## src/rtl/dbnc_pkg.sv

```systemverilog
package dbnc_pkg;
  typedef enum logic {
    REG_COUNT  = 1'b0,
    REG_ENABLE = 1'b1
  } cfg_reg_e;
endpackage

```

## src/rtl/ms_tick_gen.sv

```systemverilog
module ms_tick_gen #(
  parameter int CLKS_PER_MS = 50000
) (
  input  logic clk,
  input  logic rst_n,
  output logic tick_o
);
  localparam int W = (CLKS_PER_MS > 1) ? $clog2(CLKS_PER_MS) : 1;

  generate
    if (CLKS_PER_MS <= 1) begin : g_every
      assign tick_o = rst_n;
    end else begin : g_div
      localparam logic [W-1:0] LAST = W'(CLKS_PER_MS - 1);
      logic [W-1:0] div_q;
      assign tick_o = (div_q == LAST);
      always_ff @(posedge clk or negedge rst_n) begin
        if (!rst_n)      div_q <= '0;
        else if (tick_o) div_q <= '0;
        else             div_q <= div_q + 1'b1;
      end
    end
  endgenerate
endmodule

```

## src/rtl/dbnc_cfg_regs.sv

```systemverilog
module dbnc_cfg_regs
  import dbnc_pkg::*;
#(
  parameter int NUM_PINS = 8,
  parameter int CNT_W    = 8,
  parameter int WDATA_W  = 2 * NUM_PINS
) (
  input  logic                clk,
  input  logic                rst_n,
  input  logic                we_i,
  input  logic                sel_i,
  input  logic [WDATA_W-1:0]  wdata_i,
  output logic [NUM_PINS-1:0] en_o,
  output logic [CNT_W-1:0]    count_o
);
  logic [NUM_PINS-1:0] pick;
  logic [NUM_PINS-1:0] vals;

  assign pick = wdata_i[2*NUM_PINS-1:NUM_PINS];
  assign vals = wdata_i[NUM_PINS-1:0];

  always_ff @(posedge clk or negedge rst_n) begin
    if (!rst_n) begin
      en_o    <= '0;
      count_o <= '0;
    end else if (we_i) begin
      if (cfg_reg_e'(sel_i) == REG_COUNT) count_o <= wdata_i[CNT_W-1:0];
      else                                en_o    <= (en_o & ~pick) | (vals & pick);
    end
  end
endmodule

```

## src/rtl/dbnc_pin_filter.sv

```systemverilog
module dbnc_pin_filter #(
  parameter int CNT_W = 8
) (
  input  logic             clk,
  input  logic             rst_n,
  input  logic             ms_tick,
  input  logic             raw_i,
  input  logic             en_i,
  input  logic [CNT_W-1:0] limit_i,
  output logic             out_o
);
  logic             bypass;
  logic             lvl_q;
  logic [CNT_W-1:0] run_q;
  logic             run_done;

  assign bypass   = !en_i || (limit_i == '0);
  assign run_done = ({1'b0, run_q} + 1'b1) >= {1'b0, limit_i};

  always_ff @(posedge clk or negedge rst_n) begin
    if (!rst_n) begin
      lvl_q <= 1'b0;
      run_q <= '0;
    end else if (bypass) begin
      lvl_q <= raw_i;
      run_q <= '0;
    end else if (raw_i == lvl_q) begin
      run_q <= '0;
    end else if (ms_tick) begin
      if (run_done) begin
        lvl_q <= raw_i;
        run_q <= '0;
      end else begin
        run_q <= run_q + 1'b1;
      end
    end
  end

  assign out_o = bypass ? raw_i : lvl_q;
endmodule

```

## src/rtl/gpio_debounce_port.sv

```systemverilog
module gpio_debounce_port #(
  parameter int CLKS_PER_MS = 50000,
  parameter int NUM_PINS    = 8,
  parameter int CNT_W       = 8
) (
  input  logic                    clk,
  input  logic                    rst_n,
  input  logic                    cfg_we,
  input  logic                    cfg_sel,
  input  logic [2*NUM_PINS-1:0]   cfg_wdata,
  input  logic [NUM_PINS-1:0]     raw_in,
  output logic [NUM_PINS-1:0]     pin_out
);
  logic                ms_tick;
  logic [NUM_PINS-1:0] en_q;
  logic [CNT_W-1:0]    count_q;

  ms_tick_gen #(.CLKS_PER_MS(CLKS_PER_MS)) tick_i (
    .clk   (clk),
    .rst_n (rst_n),
    .tick_o(ms_tick)
  );

  dbnc_cfg_regs #(.NUM_PINS(NUM_PINS), .CNT_W(CNT_W)) regs_i (
    .clk    (clk),
    .rst_n  (rst_n),
    .we_i   (cfg_we),
    .sel_i  (cfg_sel),
    .wdata_i(cfg_wdata),
    .en_o   (en_q),
    .count_o(count_q)
  );

  generate
    for (genvar p = 0; p < NUM_PINS; p++) begin : g_pin
      dbnc_pin_filter #(.CNT_W(CNT_W)) filt_i (
        .clk    (clk),
        .rst_n  (rst_n),
        .ms_tick(ms_tick),
        .raw_i  (raw_in[p]),
        .en_i   (en_q[p]),
        .limit_i(count_q),
        .out_o  (pin_out[p])
      );
    end
  endgenerate
endmodule

```

## config.mk

```make
export PLATFORM = sky130hd
export DESIGN_NAME = gpio_debounce_port
export DESIGN_NICKNAME = d
export VERILOG_FILES = /design/src/rtl/dbnc_pkg.sv /design/src/rtl/ms_tick_gen.sv /design/src/rtl/dbnc_cfg_regs.sv /design/src/rtl/dbnc_pin_filter.sv /design/src/rtl/gpio_debounce_port.sv
export SDC_FILE = /design/constraint.sdc
export NUM_CORES = 1
export LEC_CHECK = 0
export CAP_MARGIN = 20
export CORE_UTILIZATION = 50
export DETAILED_ROUTE_END_ITERATION = 16
export PLACE_DENSITY = 0.79
export SLEW_MARGIN = 5
export SYNTH_ARGS = -nofsm -noshare
export SYNTH_HDL_FRONTEND = slang
export SYNTH_SLANG_ARGS = --single-unit
```

## constraint.sdc

```tcl
create_clock -name clk -period 5.53 [get_ports clk]
set_clock_uncertainty 0.1 [all_clocks]
set_input_delay 0.553 -clock clk [delete_from_list [all_inputs] [get_ports clk]]
set_output_delay 0.553 -clock clk [all_outputs]
set_load 0.05 [all_outputs]
```

## Yosys cells after proc, flatten, opt, wreduce, memory -nomap -nowiden

Cells that the tools add are included.

- Muxes and demuxes: 73
- Bitwise logic cells: 5
- Add/subtract/negate cells: 17
- Equal/unequal tests: 17
- Reduce and logical (&&, ||, !) cells: 51
- Order comparisons: 8

Operators by type and width:

| cell | number |
|---|---|
| $mux 8 | 32 |
| $add 8x1->9 const B | 8 |
| $ge 9x8->1 | 8 |
| $add 8x1->8 const B | 8 |
| $mux 1 | 40 |
| $reduce_bool 2->1 | 16 |
| $reduce_and 3->1 | 8 |
| $reduce_bool 3->1 | 8 |
| $add 16x1->16 const B | 1 |
| $and 8x8->8 | 2 |
| $eq 16x16->1 const B | 1 |
| $mux 16 | 1 |
| $ne 2x1->1 const B | 8 |
| $eq 1x1->1 | 8 |
| $logic_not 1->1 | 8 |
| $logic_not 8->1 | 1 |
| $logic_or 1x1->1 | 8 |
| $not 8->8 | 1 |
| $or 8x8->8 | 1 |
| $reduce_and 2->1 | 2 |
| $not 1->1 | 1 |

- Output and inout port bits: 8
- Register bits: 104
- Logic and storage cells: 190

## Logic depth before layout (Yosys ltp)

- Word-level depth: 6
- Depth in mapped cells: 12
- Depth with buffers taken out: 11

## By module

A second synthesis with hierarchy kept.

- Cell total of the unflattened synthesis: 927
- Area total of the unflattened synthesis: 8,286.7 um^2

By module, submodules not included:

| module | sequential area each (um^2) | cells an instance | instances | area each (um^2) |
|---|---|---|---|---|
| dbnc_pin_filter | 225.2 | 102 | 8 | 853.3 |
| ms_tick_gen | 400.4 | 67 | 1 | 762.0 |
| dbnc_cfg_regs | 400.4 | 44 | 1 | 698.2 |

## Worst setup path after synthesis

OpenSTA, ideal clock, no wires.

- Kind: reg2reg
- From: register g_pin[2].filt_i.run_q[0]
- To: register g_pin[2].filt_i.run_q[7]
- Slack: 2,667 ps
- Buffers on the path: 1
- Setup time: 110 ps
- Arrival time: 2,653 ps
- Period minus slack after synthesis: 2,863 ps
- Required time: 5,320 ps
- Cell stages (with the launch flop): 13
- Path through: dfrtp_1 -> ha_1 -> nand3_1 -> or2_2 -> and2_1 -> or2_2 -> ha_1 -> a21oi_1 -> o22ai_1 -> a211oi_2 -> buf_2 -> nand2_1 -> o41ai_1

- Cells in the longest elaborated chain, start to end: 6
- Elaborated cells between the ends (all ways): 7
- Classes of those cells: 2 x add/sub; 1 x order compare; 4 x mux

RTL lines:

| element | line | RTL |
|---|---|---|
| start, declared | dbnc_pin_filter.sv:14 | `logic [CNT_W-1:0] run_q;` |
| start signal, assigned | dbnc_pin_filter.sv:34 | `run_q <= run_q + 1'b1;` |
| $add 8x1->9 | dbnc_pin_filter.sv:18 | `assign run_done = ({1'b0, run_q} + 1'b1) >= {1'b0, limit_i};` |
| $ge 9x8->1 | dbnc_pin_filter.sv:18 |  |
| $mux 8 * | dbnc_pin_filter.sv:30 | `if (run_done) begin` |
| $mux 8 * | dbnc_pin_filter.sv:29 | `end else if (ms_tick) begin` |
| $mux 8 * | dbnc_pin_filter.sv:27 | `end else if (raw_i == lvl_q) begin` |
| $mux 8 * | dbnc_pin_filter.sv:24 | `end else if (bypass) begin` |

Mark *: on every way between the ends. The rest lies on a longest branch, timed or not. The select of a mux whose other input is x is not followed.
A chain may end at the register's enable or synchronous reset.

## Worst setup path in the final report

- From: register regs_i.count_o[0]
- To: output port pin_out[6]

- Cells in the longest elaborated chain, start to end: 3

RTL lines:

| element | line | RTL |
|---|---|---|
| start, declared | dbnc_cfg_regs.sv:14 | `output logic [CNT_W-1:0] count_o` |
| start signal, assigned | dbnc_cfg_regs.sv:27 | `if (cfg_reg_e'(sel_i) == REG_COUNT) count_o <= wdata_i[CNT_W-1:0];` |
| $logic_not 8->1 | dbnc_pin_filter.sv:17 | `assign bypass = !en_i \|\| (limit_i == '0);` |
| $logic_or 1x1->1 | dbnc_pin_filter.sv:17 |  |
| $mux 1 | dbnc_pin_filter.sv:39 | `assign out_o = bypass ? raw_i : lvl_q;` |
| end, declared | gpio_debounce_port.sv:12 | `output logic [NUM_PINS-1:0] pin_out` |

Every way passes these cells.

==> run metrics <==
Post-Syn Nets ~970; Non-Filler Instances 1,062; vias 6,364; clock-pin slew on the worst setup and hold paths 0.07 ns; root buf cell clkbuf_16; YS warnings 0; global-route wire length before repair between 20 and 30 mm; Cell Pwr Density 221.8 mW/mm^2; R2R Path End g_pin[2].filt_i.run_q[2]; Setup CP Type reg2out; Fin. Hold Viols 0; CP peak stage delay about 0.8 ns; total power 1.844 mW; Worst Tran Pin Value 0.9637 ns; final instance area 0.008315 mm^2; Routed WL per cell 15.70 um; P_leak 3.772 nW; IO Pins 36; Die H 126.1 um; Inserted Diodes 0; Synth area leader dfrtp_1; Yosys top cell area share 33.81%; routed wl met3 a little over 800 um; die area between 0.015 and 0.02 mm^2; hold slack approximately 0.22 ns; die width 126.1 um; Port Buffer Count 35; Overflow after GRT 0; P&R area growth vs syn 8.030%; most numerous cell in the Yosys netlist nand2_1; R2R cell count 11; first-pass detailed-route iteration total 6; worst rel slew slack 35.62%; HP Class in2async; Critical Path RT 4.88 ns; Initial DRC Count 522; Cell variety after synth 58; Util after Layout 56.36%; Final period util between 60% and 70%; post-CTS setup buffers 0; TritonCTS buffer count 9; syn avg cell area 8.868 um^2; Post-synth top cells nand2_1, dfrtp_1, ha_1, a21oi_1, nand3_1; cell count along the critical path 6; most used flip-flop cell after synthesis dfrtp_1; Global Route Usage Sum 22.29%; placed instance count 1,046; Top delay family on crit path buffers and inverters; R2R setup slack 2.14 ns; worst path cell trace nor4_1, nand2_1, buf_4, a21boi_0, a31o_2, clkdlybuf4s50_1; Max Fclk 283.9 MHz; post-CTS sizing 0; setup TNS 0 ns; clk_lat worst skew approximately 0.36 ns; initial core utilization 52.17%; Crit. End Element output pin; Seq/Total Area, Yosys 33.81%; share of cells above drive strength 1 9.453%; Metal-1 WL 7.952 mm; routed wire length ~17 mm; Max Cap Violations 0; pre-CTS setup slack 2.206 ns; via density per instance between 5 and 6; Buffers & Inverters on Critical Path 2; status complete, no violations; final setup fails 0; # clock sinks ~100; clock tree buffer depth 2; uppermost layer routed met4; GPL Wtd Cong 0.8280; min Tclk post-route 3.522 ns; Final WS setup 2.008 ns; Final Max Tran Viols 0; remaining routing DRC violations 0; pin count of the biggest net entering global routing 70; met2 WL roughly 7.7 mm; Post-synth EDFFs 0; DP Area 0.008010 mm^2; post-synthesis async set-or-reset flop share 100.0%; Synth area leaders dfrtp_1, ha_1, nand2_1, a21oi_1, nand3_1; CTS tree yes; Max stage delay cell, worst path clkdlybuf4s50_1; synthesis-stage register bit count 104; # H-tree levels 3; Reg-to-Reg Start g_pin[2].filt_i.run_q[0]; antenna violations before repair 0; Worst setup SP type register; hpwl dp between 10 and 15 mm; vias in the first global route between 5,000 and 6,000; Post-Syn Area slightly below 0.008 mm^2; Worst Path Arrival approximately 2.9 ns; Critical Path Fanout Max 23; FP Rows 44; antenna-violating nets left 0; VDD IR max 0.1768 mV; Net count, final 974; core box area ~0.015 mm^2; fill count 1,317; CTS Hold Buffers Added 0; Post-Syn Instances a little under 900; RSZ-0062 raised after global routing no
[worst max-delay path by stage]
stage	from	end
4_1_cts	regs_i.count_o[0]	pin_out[6]
6_report	regs_i.count_o[0]	pin_out[6]
3_5_place_dp	g_pin[2].filt_i.run_q[0]	g_pin[2].filt_i.run_q[7]
3_3_place_gp	g_pin[6].filt_i.run_q[0]	g_pin[6].filt_i.run_q[5]
5_1_grt	regs_i.count_o[0]	pin_out[6]
2_1_floorplan	g_pin[2].filt_i.run_q[0]	g_pin[2].filt_i.run_q[7]
[sequential cells by signal (all words and copies together), names as in the netlist, named ones only]
name and cells:
g_pin.filt_i.run_q 64, tick_i.g_div.div_q 16, g_pin.filt_i.lvl_q 8, regs_i.count_o 8
[per-layer routing]
metal / vias to the layer above / GRT usage (%)
met5: - / 0
met4: 0 / 6.449
met3: 19 / 3.866
met2: 164 / 35.68
met1: 3016 / 30.91
li1: 3165 / -
[logic make-up (layout without fill, tap and decap cells)]
family	count (synthesis)	in the layout	synth area share, %
muxes	13	13	1.902
buffers and inverters	61	71	4.681
DFF	104	104	33.81
adders and majority gates	73	73	11.87
AOI/OAI and AO/OA	170	170	15.69
and+or+nand+nor	399	399	26.59
xor gates and xnor gates	48	48	5.462
[worst register-to-register path, cell delays in order (launching register included)]
cell and delay (ns):
dfrtp_1 0.41, ha_1 0.21, nand3_1 0.13, or2_2 0.33, and2_1 0.17, or2_2 0.29, ha_1 0.29, a21oi_1 0.15
o22ai_1 0.10, a211oi_2 0.73, a32oi_1 0.22, a21oi_1 0.17
[area by class of cell]
cell class                      count  area (um^2)  share of cell area, %
Clock buffer                        9        225.2                  2.708
Clock inverter                      7        80.08                 0.9630
Tap cell                          184        230.2                  2.769
Inverter                           15        56.30                 0.6771
Sequential cell                   104         2603                  31.30
Multi-Input combinational cell    703         4736                  56.95
Timing Repair Buffer               40        385.4                  4.634
[where the power goes]
part	leakage [nW]	switching, mW	internal, mW	total, mW
Clock	0.148	0.302	0.357	0.659
Combinational	2.23	0.235	0.124	0.360
Sequential	1.39	0.0321	0.794	0.826
[cell usage in the layout (no fill, tap or decap), drive strengths merged, types with 11 or more instances in the layout]
cell,Yosys,layout
mux2,13,13
and3,11,11
clkdlybuf4s50,0,34
inv,15,17
a32oi,21,21
nand3,64,64
ha,73,73
o21ai,18,18
a31oi,11,11
nor2b,24,24
or2,33,33
xnor2,25,25
a21oi,63,63
nand4,46,46
nor2,51,51
xor2,23,23
and2,22,22
a21o,17,17
nand2,119,119
nor3,12,12
dfrtp,104,104
No activity file was read; power rests on OpenSTA's default activity.
